**src/rtl/drail_pkg.sv**
```systemverilog
package drail_pkg;

   // Encoding of one dual-rail bit as {rail1, rail0}
   typedef enum logic [1:0] {
      DR_NULL  = 2'b00,
      DR_ZERO  = 2'b01,
      DR_ONE   = 2'b10,
      DR_ILLEG = 2'b11
   } dr_code_e;

   function automatic logic dr_is_illegal(input logic r0, input logic r1);
      return r0 & r1;
   endfunction

endpackage

```
**src/rtl/drail_hyst_cell.sv**
```systemverilog
// Two-input hysteresis element (2-of-2 threshold with memory), clocked model.
module drail_hyst_cell (
   input  logic clk,
   input  logic rst_n,
   input  logic en,
   input  logic rail_in,
   input  logic req,
   output logic q
);

   always_ff @(posedge clk) begin
      if (!rst_n) begin
         q <= 1'b0;
      end else if (en) begin
         if (rail_in && req)
            q <= 1'b1;
         else if (!rail_in && !req)
            q <= 1'b0;
      end
   end

   assert_set_cond_R3: assert property (@(posedge clk) disable iff (!rst_n)
      $rose(q) |-> $past(rail_in && req));

   assert_clr_cond_R4: assert property (@(posedge clk) disable iff (!rst_n)
      $fell(q) |-> $past(!rail_in && !req));

endmodule

```
**src/rtl/drail_completion.sv**
```systemverilog
// Completion detection over a dual-rail word.
module drail_completion #(
   parameter int WIDTH = 8
) (
   input  logic [WIDTH-1:0] r0,
   input  logic [WIDTH-1:0] r1,
   output logic             all_data,
   output logic             all_null
);

   logic [WIDTH-1:0] bit_done;

   for (genvar i = 0; i < WIDTH; i++) begin : g_bit
      assign bit_done[i] = r0[i] | r1[i];
   end

   assign all_data = &bit_done;
   assign all_null = ~|bit_done;

endmodule

```
**src/rtl/drail_reg_stage.sv**
```systemverilog
module drail_reg_stage
   import drail_pkg::*;
#(
   parameter int WIDTH = 8
) (
   input  logic             clk,
   input  logic             rst_n,
   input  logic [WIDTH-1:0] d_r0,
   input  logic [WIDTH-1:0] d_r1,
   input  logic             req_in,
   output logic [WIDTH-1:0] q_r0,
   output logic [WIDTH-1:0] q_r1,
   output logic             ack_out,
   output logic             bad_code
);

   if (WIDTH < 1) begin : g_bad_width
      $error("drail_reg_stage: WIDTH must be at least 1");
   end

   logic [WIDTH-1:0] bit_legal;
   logic             any_illegal;
   logic             cd_all_data;
   logic             cd_all_null;
   logic             ack_q;
   logic             bad_q;

   for (genvar i = 0; i < WIDTH; i++) begin : g_lane
      assign bit_legal[i] = !dr_is_illegal(d_r0[i], d_r1[i]);

      drail_hyst_cell u_rail0 (
         .clk     (clk),
         .rst_n   (rst_n),
         .en      (bit_legal[i]),
         .rail_in (d_r0[i]),
         .req     (req_in),
         .q       (q_r0[i])
      );

      drail_hyst_cell u_rail1 (
         .clk     (clk),
         .rst_n   (rst_n),
         .en      (bit_legal[i]),
         .rail_in (d_r1[i]),
         .req     (req_in),
         .q       (q_r1[i])
      );
   end

   assign any_illegal = ~&bit_legal;

   drail_completion #(.WIDTH(WIDTH)) u_cd (
      .r0       (q_r0),
      .r1       (q_r1),
      .all_data (cd_all_data),
      .all_null (cd_all_null)
   );

   // Acknowledge: low on full DATA, high on full NULL, held otherwise
   always_comb begin
      if (cd_all_data)
         ack_out = 1'b0;
      else if (cd_all_null)
         ack_out = 1'b1;
      else
         ack_out = ack_q;
   end

   always_ff @(posedge clk) begin
      if (!rst_n) begin
         ack_q <= 1'b1;
         bad_q <= 1'b0;
      end else begin
         ack_q <= ack_out;
         bad_q <= any_illegal;
      end
   end

   assign bad_code = bad_q;

   assert_no_double_rail_R10: assert property (@(posedge clk) disable iff (!rst_n)
      ~|(q_r0 & q_r1));

   assert_ack_fall_full_R5: assert property (@(posedge clk) disable iff (!rst_n)
      $fell(ack_out) |-> &(q_r0 | q_r1));

   assert_ack_rise_empty_R6: assert property (@(posedge clk) disable iff (!rst_n)
      $rose(ack_out) |-> ~|(q_r0 | q_r1));

   assert_flag_source_R8: assert property (@(posedge clk) disable iff (!rst_n)
      $rose(bad_code) |-> $past(|(d_r0 & d_r1)));

   assert_illegal_hold_R8: assert property (@(posedge clk) disable iff (!rst_n)
      ((d_r0 & d_r1) != '0) |=> (((q_r0 ^ $past(q_r0)) & $past(d_r0 & d_r1)) == '0));

endmodule

```
**config.mk**
```make
export PLATFORM = sky130hd
export DESIGN_NAME = drail_reg_stage
export DESIGN_NICKNAME = d
export VERILOG_FILES = /design/src/rtl/drail_pkg.sv /design/src/rtl/drail_hyst_cell.sv /design/src/rtl/drail_completion.sv /design/src/rtl/drail_reg_stage.sv
export SDC_FILE = /design/constraint.sdc
export NUM_CORES = 1
export LEC_CHECK = 0
export ABC_CLOCK_PERIOD_IN_PS = 2700
export BUFFER_PORTS_ARGS = -buffer_cell sky130_fd_sc_hd__buf_2
export CORE_MARGIN = 2
export CORE_UTILIZATION = 53
export DETAILED_ROUTE_END_ITERATION = 6
export HOLD_SLACK_MARGIN = 0.05
export PLACE_DENSITY = 0.83
export SLEW_MARGIN = 20
export SYNTH_ARGS = -nofsm -noshare
export SYNTH_HDL_FRONTEND = slang
export SYNTH_SLANG_ARGS = --single-unit
```
**constraint.sdc**
```tcl
create_clock -name clk -period 2.7 [get_ports clk]
set_input_delay 0.54 -clock clk [delete_from_list [all_inputs] [get_ports clk]]
set_output_delay 0.54 -clock clk [all_outputs]
set_load 0.05 [all_outputs]
```
==> results.txt, run 1 <==
Status = complete, no violations
CP Launch Type = flip-flop
Critical Path RT = 2.16 ns
Clk sink count = 18
Busiest grt layer = met2
Gate Count Post-Synth = 121
Simple-gate share of the synthesized area = 0.123
Critical path fanouts, max = 3
DRC = 0
Flop pwr share = 0.486
Port Buffer Count = 36
Post-cts hold buffer count = 0
Max stage delay cell, worst path = dfxtp_1
Sw frac = 0.335
Area contributors post-synth = dfxtp_1, ha_1, mux2i_1, buf_4, nor2_1
Routability cong. = 0.758
Setup crit end kind = output port
Share of cells above drive strength 1 = 0.301
Wirelength per Cell = 12.9 µm
Power Total = 0.589 mW
Row cnt = 16
Total iterations of the first detailed-routing run = 4
Count leader, synth = nor2_1
Reg2reg path depth = 4
Peak supply drop = 0.370 mV
Synthesized cell area = 1130 µm²
Clk_skew = 0.00483 ns
Die W = 50.2 µm
Met1 GRT Util = 0.226
Dpl ws = 0.962 ns
Post-synth top area share = 0.319
Slew HR = 0.662
Final instance area = 1240 µm²
H-tree Lvls = 1
Crit share post-route = 0.759
Area grow syn2layout = 9.84%
Final setup viols = 0
Largest net degree at the start of global routing = 19
CTS tree = yes
Setup CP Type = flip-flop to output port
Yosys warnings = 0
Final worst slack = 0.651 ns
Number of fillers in the final layout = 162
Final core occ = 0.627
Initial DRC count = 10
Initial antenna violation count = 0
DR vias/cell = 5.31
HP Class = flip-flop to flip-flop
Xor/xnor share of the synthesized area = 0
Placed instance count = 167
GRT met3 Usage = 0.0387
Setup bufs post-CTS = 0
CTS max path bufs = 2
Sequential area share after synthesis = 0.319
Critical path arrival = 1.51 ns
Commonest cells in the synthesized netlist = nor2_1, dfxtp_1
Antenna-violating nets left = 0
Max Fclk = 488 MHz
First-pass GRT wire length = 3730 µm
Register bit total from synthesis = 18
Synth area leader = dfxtp_1
GRT Total Usage = 0.190
Initial core utilization = 0.571
Clk network pwr share = 0.220
Diodes inserted = 0
Met2 Use GR = 0.346
RSZ-0062 raised after global routing = no
Die area = 2520 µm²
Adder-Cell Fraction of Synth Area = 0.177
EDFF count, synth = 0
Placed cell areas = 1220 µm²
CTS clk-pin slew, worst paths = 0.10 ns
Ys flop type = dfxtp_1
Chip height = 50.2 µm
Asr flop ratio synth = 0
CTS root buf = clkbuf_4
Hold Slack = 0.493 ns
DRT Wirelength = 2190 µm
Hold Fails Final Rpt = 0
Main combinational cell family by area after synthesis = adder cells
Min Tclk post-route = 2.05 ns
Vias in the first global route = 882
Mux contribution to synthesized area = 0.142
Yosys cell types = 18
Avg Cell Area, Syn = 9.35 µm²
Worst path most repeated cell = nor2_1
Post-CTS resize count = 0
Grt total ovfl = 0
Clock latency at the later pin of the worst-skew pair = 0.29 ns
Leakage = 0.616 nW
Setup Total Neg Slack = 0 ns
Ports = 37
Power Dens Cells = 474 nW/µm²
Inserted Clock Buffers = 3
Via count = 902
Worst-Margin Slew = 0.504 ns
Number of max-slew violations in the final report = 0
Int Pwr = 0.392 mW
Core area = 1980 µm²
Final nets = 180
Final Non-Filler Cells = 170
Max Cap Viol = 0
Switch Pwr = 0.198 mW
Compound-Gate Fraction of Synth Area = 0.126
Detail Placement HPWL = 1740 µm
Net Count, Synth = 156
Critical path, cell by cell = nor2_1 -> nand4_1 -> nor2_1 -> a2bb2oi_1 -> buf_2
Hold Path Stages = 1
Max incr delay on CP = 0.34 ns
Combinational cell fraction of total power = 0.294
==> cell usage in the layout (no fill, tap or decap) <==
master and instances:
a221oi_2 1, nor4_2 2, nand3_1 1, a22oi_1 2, dfxtp_1 18, a31oi_1 1
ha_1 16, a21oi_1 16, clkbuf_4 3, mux2i_1 16, buf_2 36, nor2_2 1
clkinv_1 1, nand4_1 2, a2bb2oi_1 1, nor2_1 24, a22o_1 1, o31a_1 1
==> kinds of logic (layout without fill, tap and decap cells) <==
family | Yosys count | after routing
adders and majority gates | 16 | 16
and+or+nand+nor | 30 | 30
AOI/OAI and AO/OA | 23 | 23
DFF | 18 | 18
buffers and inverters | 18 | 40
muxes | 16 | 16
==> state kept, by name, summed over array words and instances (netlist names) <==
| signal | cells |
|---|---|
| ack_q | 1 |
| g_lane.u_rail1.q | 8 |
| bad_code | 1 |
| g_lane.u_rail0.q | 8 |
==> critical path: cells and delay by family, from the launching register on <==
family	cells	cell delay, ns
AO/OA/AOI/OAI	1	0.16
buffers and inverters	1	0.27
flip-flops	1	0.34
AND/OR/NAND/NOR	3	0.45
==> path summary, 6_finish.rpt <==
| kind | startpoint | end | slack (ns) |
|---|---|---|---|
| hold / removal | ack_q | ack_q | 0.49 |
| setup reg to reg | g_lane[2].u_rail1.q | ack_q | 1.60 |
| hold reg to reg | ack_q | ack_q | 0.49 |
| setup / recovery | g_lane[6].u_rail1.q | ack_out | 0.65 |
==> final cells by class <==
type / count / area, µm² / share of cell area
clock buffer: 3 / 22.5 / 0.0181
sequential: 18 / 360 / 0.290
inverter: 1 / 3.75 / 0.00302
multi-input combinational: 85 / 642 / 0.517
timing repair buffer: 36 / 180 / 0.145
tap: 27 / 33.8 / 0.0272
==> per-layer routing <==
layer,routed length [µm],vias to the layer above
li1,-,463
met1,965,411
met2,1090,26
met3,114,2
met4,11,0
met5,0,-
==> power groups by stage <==
stage | logic (mW) | clock network (mW) | registers, mW
after detailed placement | 0.174 | 0 | 0.293
after floorplan | 0.132 | 0 | 0.295
after CTS | 0.174 | 0.133 | 0.287
after global routing | 0.191 | 0.142 | 0.289
final | 0.173 | 0.130 | 0.287
after global placement | 0.167 | 0 | 0.292
Power figures use the tool's default switching activity.
==> inputs of run 2 (changes only) <==
--- a/config.mk
+++ b/config.mk
@@ -5,13 +5,13 @@
 export SDC_FILE = /design/constraint.sdc
 export NUM_CORES = 1
 export LEC_CHECK = 0
-export ABC_CLOCK_PERIOD_IN_PS = 2700
+export ABC_CLOCK_PERIOD_IN_PS = 1950
 export BUFFER_PORTS_ARGS = -buffer_cell sky130_fd_sc_hd__buf_2
 export CORE_MARGIN = 2
-export CORE_UTILIZATION = 53
+export CORE_UTILIZATION = 49
 export DETAILED_ROUTE_END_ITERATION = 6
 export HOLD_SLACK_MARGIN = 0.05
-export PLACE_DENSITY = 0.83
+export PLACE_DENSITY = 0.78
 export SLEW_MARGIN = 20
 export SYNTH_ARGS = -nofsm -noshare
 export SYNTH_HDL_FRONTEND = slang
==> constraint.sdc (replaced) <==
create_clock -name clk -period 1.95 [get_ports clk]
set_input_delay 0.39 -clock clk [delete_from_list [all_inputs] [get_ports clk]]
set_output_delay 0.39 -clock clk [all_outputs]
set_load 0.05 [all_outputs]
==> results.txt, run 2 (synthesis results as in run 1) <==
Final worst slack = 0.103 ns
DR vias/cell = 5.46
Total iterations of the first detailed-routing run = 4
First-pass GRT wire length = 3720 µm
CTS max path bufs = 2
Met2 Use GR = 0.300
Initial core utilization = 0.516
Final setup viols = 0
Placed cell areas = 1230 µm²
CTS clk-pin slew, worst paths = 0.10 ns
Power Dens Cells = 676 nW/µm²
Via count = 945
Clock latency at the later pin of the worst-skew pair = 0.29 ns
Initial DRC count = 40
Largest net degree at the start of global routing = 18
Worst-Margin Slew = 0.357 ns
Vias in the first global route = 830
Critical path fanouts, max = 3
Routability cong. = 0.777
HP Class = input port to flip-flop
Diodes inserted = 0
Critical path arrival = 1.46 ns
Clk_skew = 0.00106 ns
Most frequent cells in the layout = buf_2, dfxtp_1, nor2_1
CTS root buf = clkbuf_4
Detail Placement HPWL = 1850 µm
Crit share post-route = 0.947
GRT met3 Usage = 0.0259
Peak supply drop = 0.592 mV
Initial antenna violation count = 0
Placed instance count = 169
DRT Wirelength = 2390 µm
Final core occ = 0.592
Post-cts hold buffer count = 0
Critical Path RT = 1.56 ns
Dpl ws = 0.281 ns
Wirelength per Cell = 13.8 µm
Port Buffer Count = 36
Leakage = 0.638 nW
Max Fclk = 541 MHz
CP Launch Type = flip-flop
Die W = 52.0 µm
Power Total = 0.877 mW
Grt total ovfl = 0
Final nets = 181
Leading cell type in the layout, fill and taps excluded = buf_2
Row cnt = 17
Largest regs = g_lane.u_rail0.q (8), g_lane.u_rail1.q (8)
H-tree Lvls = 1
Status = complete, no violations
Critical path, cell by cell = nor2_2 -> nand4_1 -> nor2_1 -> a2bb2oi_2 -> buf_4
Area grow syn2layout = 14.6%
Min Tclk post-route = 1.85 ns
Final Non-Filler Cells = 173
Slew HR = 0.760
Number of fillers in the final layout = 198
Number of max-slew violations in the final report = 0
Max incr delay on CP = 0.34 ns
CTS tree = yes
Met1 GRT Util = 0.250
Chip height = 52.0 µm
Ports = 37
Max Cap Viol = 0
Setup Total Neg Slack = 0 ns
Hold Slack = 0.414 ns
Antenna-violating nets left = 0
Final instance area = 1300 µm²
GRT Total Usage = 0.183
Hold Fails Final Rpt = 0
Die area = 2710 µm²
RSZ-0062 raised after global routing = no
Inserted Clock Buffers = 3
Busiest grt layer = met2
Clk sink count = 18
Share of cells above drive strength 1 = 0.366
Setup crit end kind = output port
Max stage delay cell, worst path = dfxtp_1
Core area = 2190 µm²
Setup CP Type = flip-flop to output port
DRC = 0
-- run 2: critical path: cells and delay by family (launching register included) --
kind,cells,cell delay (ns)
flip-flops,1,0.34
AND/OR/NAND/NOR,3,0.47
AO/OA/AOI/OAI,1,0.16
buffers and inverters,1,0.21
-- run 2: timing repair --
| action | in CTS | in global routing |
|---|---|---|
| resized for setup | 2 | 8 |
| pin swaps | 0 | 2 |
| hold endpoints to repair | 0 | 0 |
| setup buffers | 0 | 0 |
| setup endpoints to repair | 1 | 1 |
-- run 2: metal layers --
layer	part of all wire	up-vias
met5	0	-
met4	0.0059	0
met3	0.050	2
met2	0.47	33
met1	0.47	440
li1	-	470
-- run 2: path summary, 6_finish.rpt --
path,slack (ns),from,depth (start not counted),to
worst min register to register,0.54,g_lane[5].u_rail1.q,2,g_lane[5].u_rail1.q
worst max-delay path,0.10,g_lane[5].u_rail1.q,5,ack_out
worst min-delay path,0.41,rst_n,3,ack_q
worst max register to register,0.75,g_lane[7].u_rail1.q,4,ack_q
-- run 2: area by class of cell --
type | count | area, µm² | area share
Timing Repair Buffer | 37 | 190 | 0.147
Clock buffer | 4 | 36.3 | 0.0280
Inverter | 1 | 3.75 | 0.00290
Tap cell | 28 | 35.0 | 0.0270
Sequential cell | 18 | 360 | 0.278
Multi-Input combinational cell | 85 | 671 | 0.517
-- run 2: power by group --
part / internal (mW) / switching (mW)
sequential: 0.385 / 0.0151
combinational: 0.0912 / 0.160
clock: 0.114 / 0.112
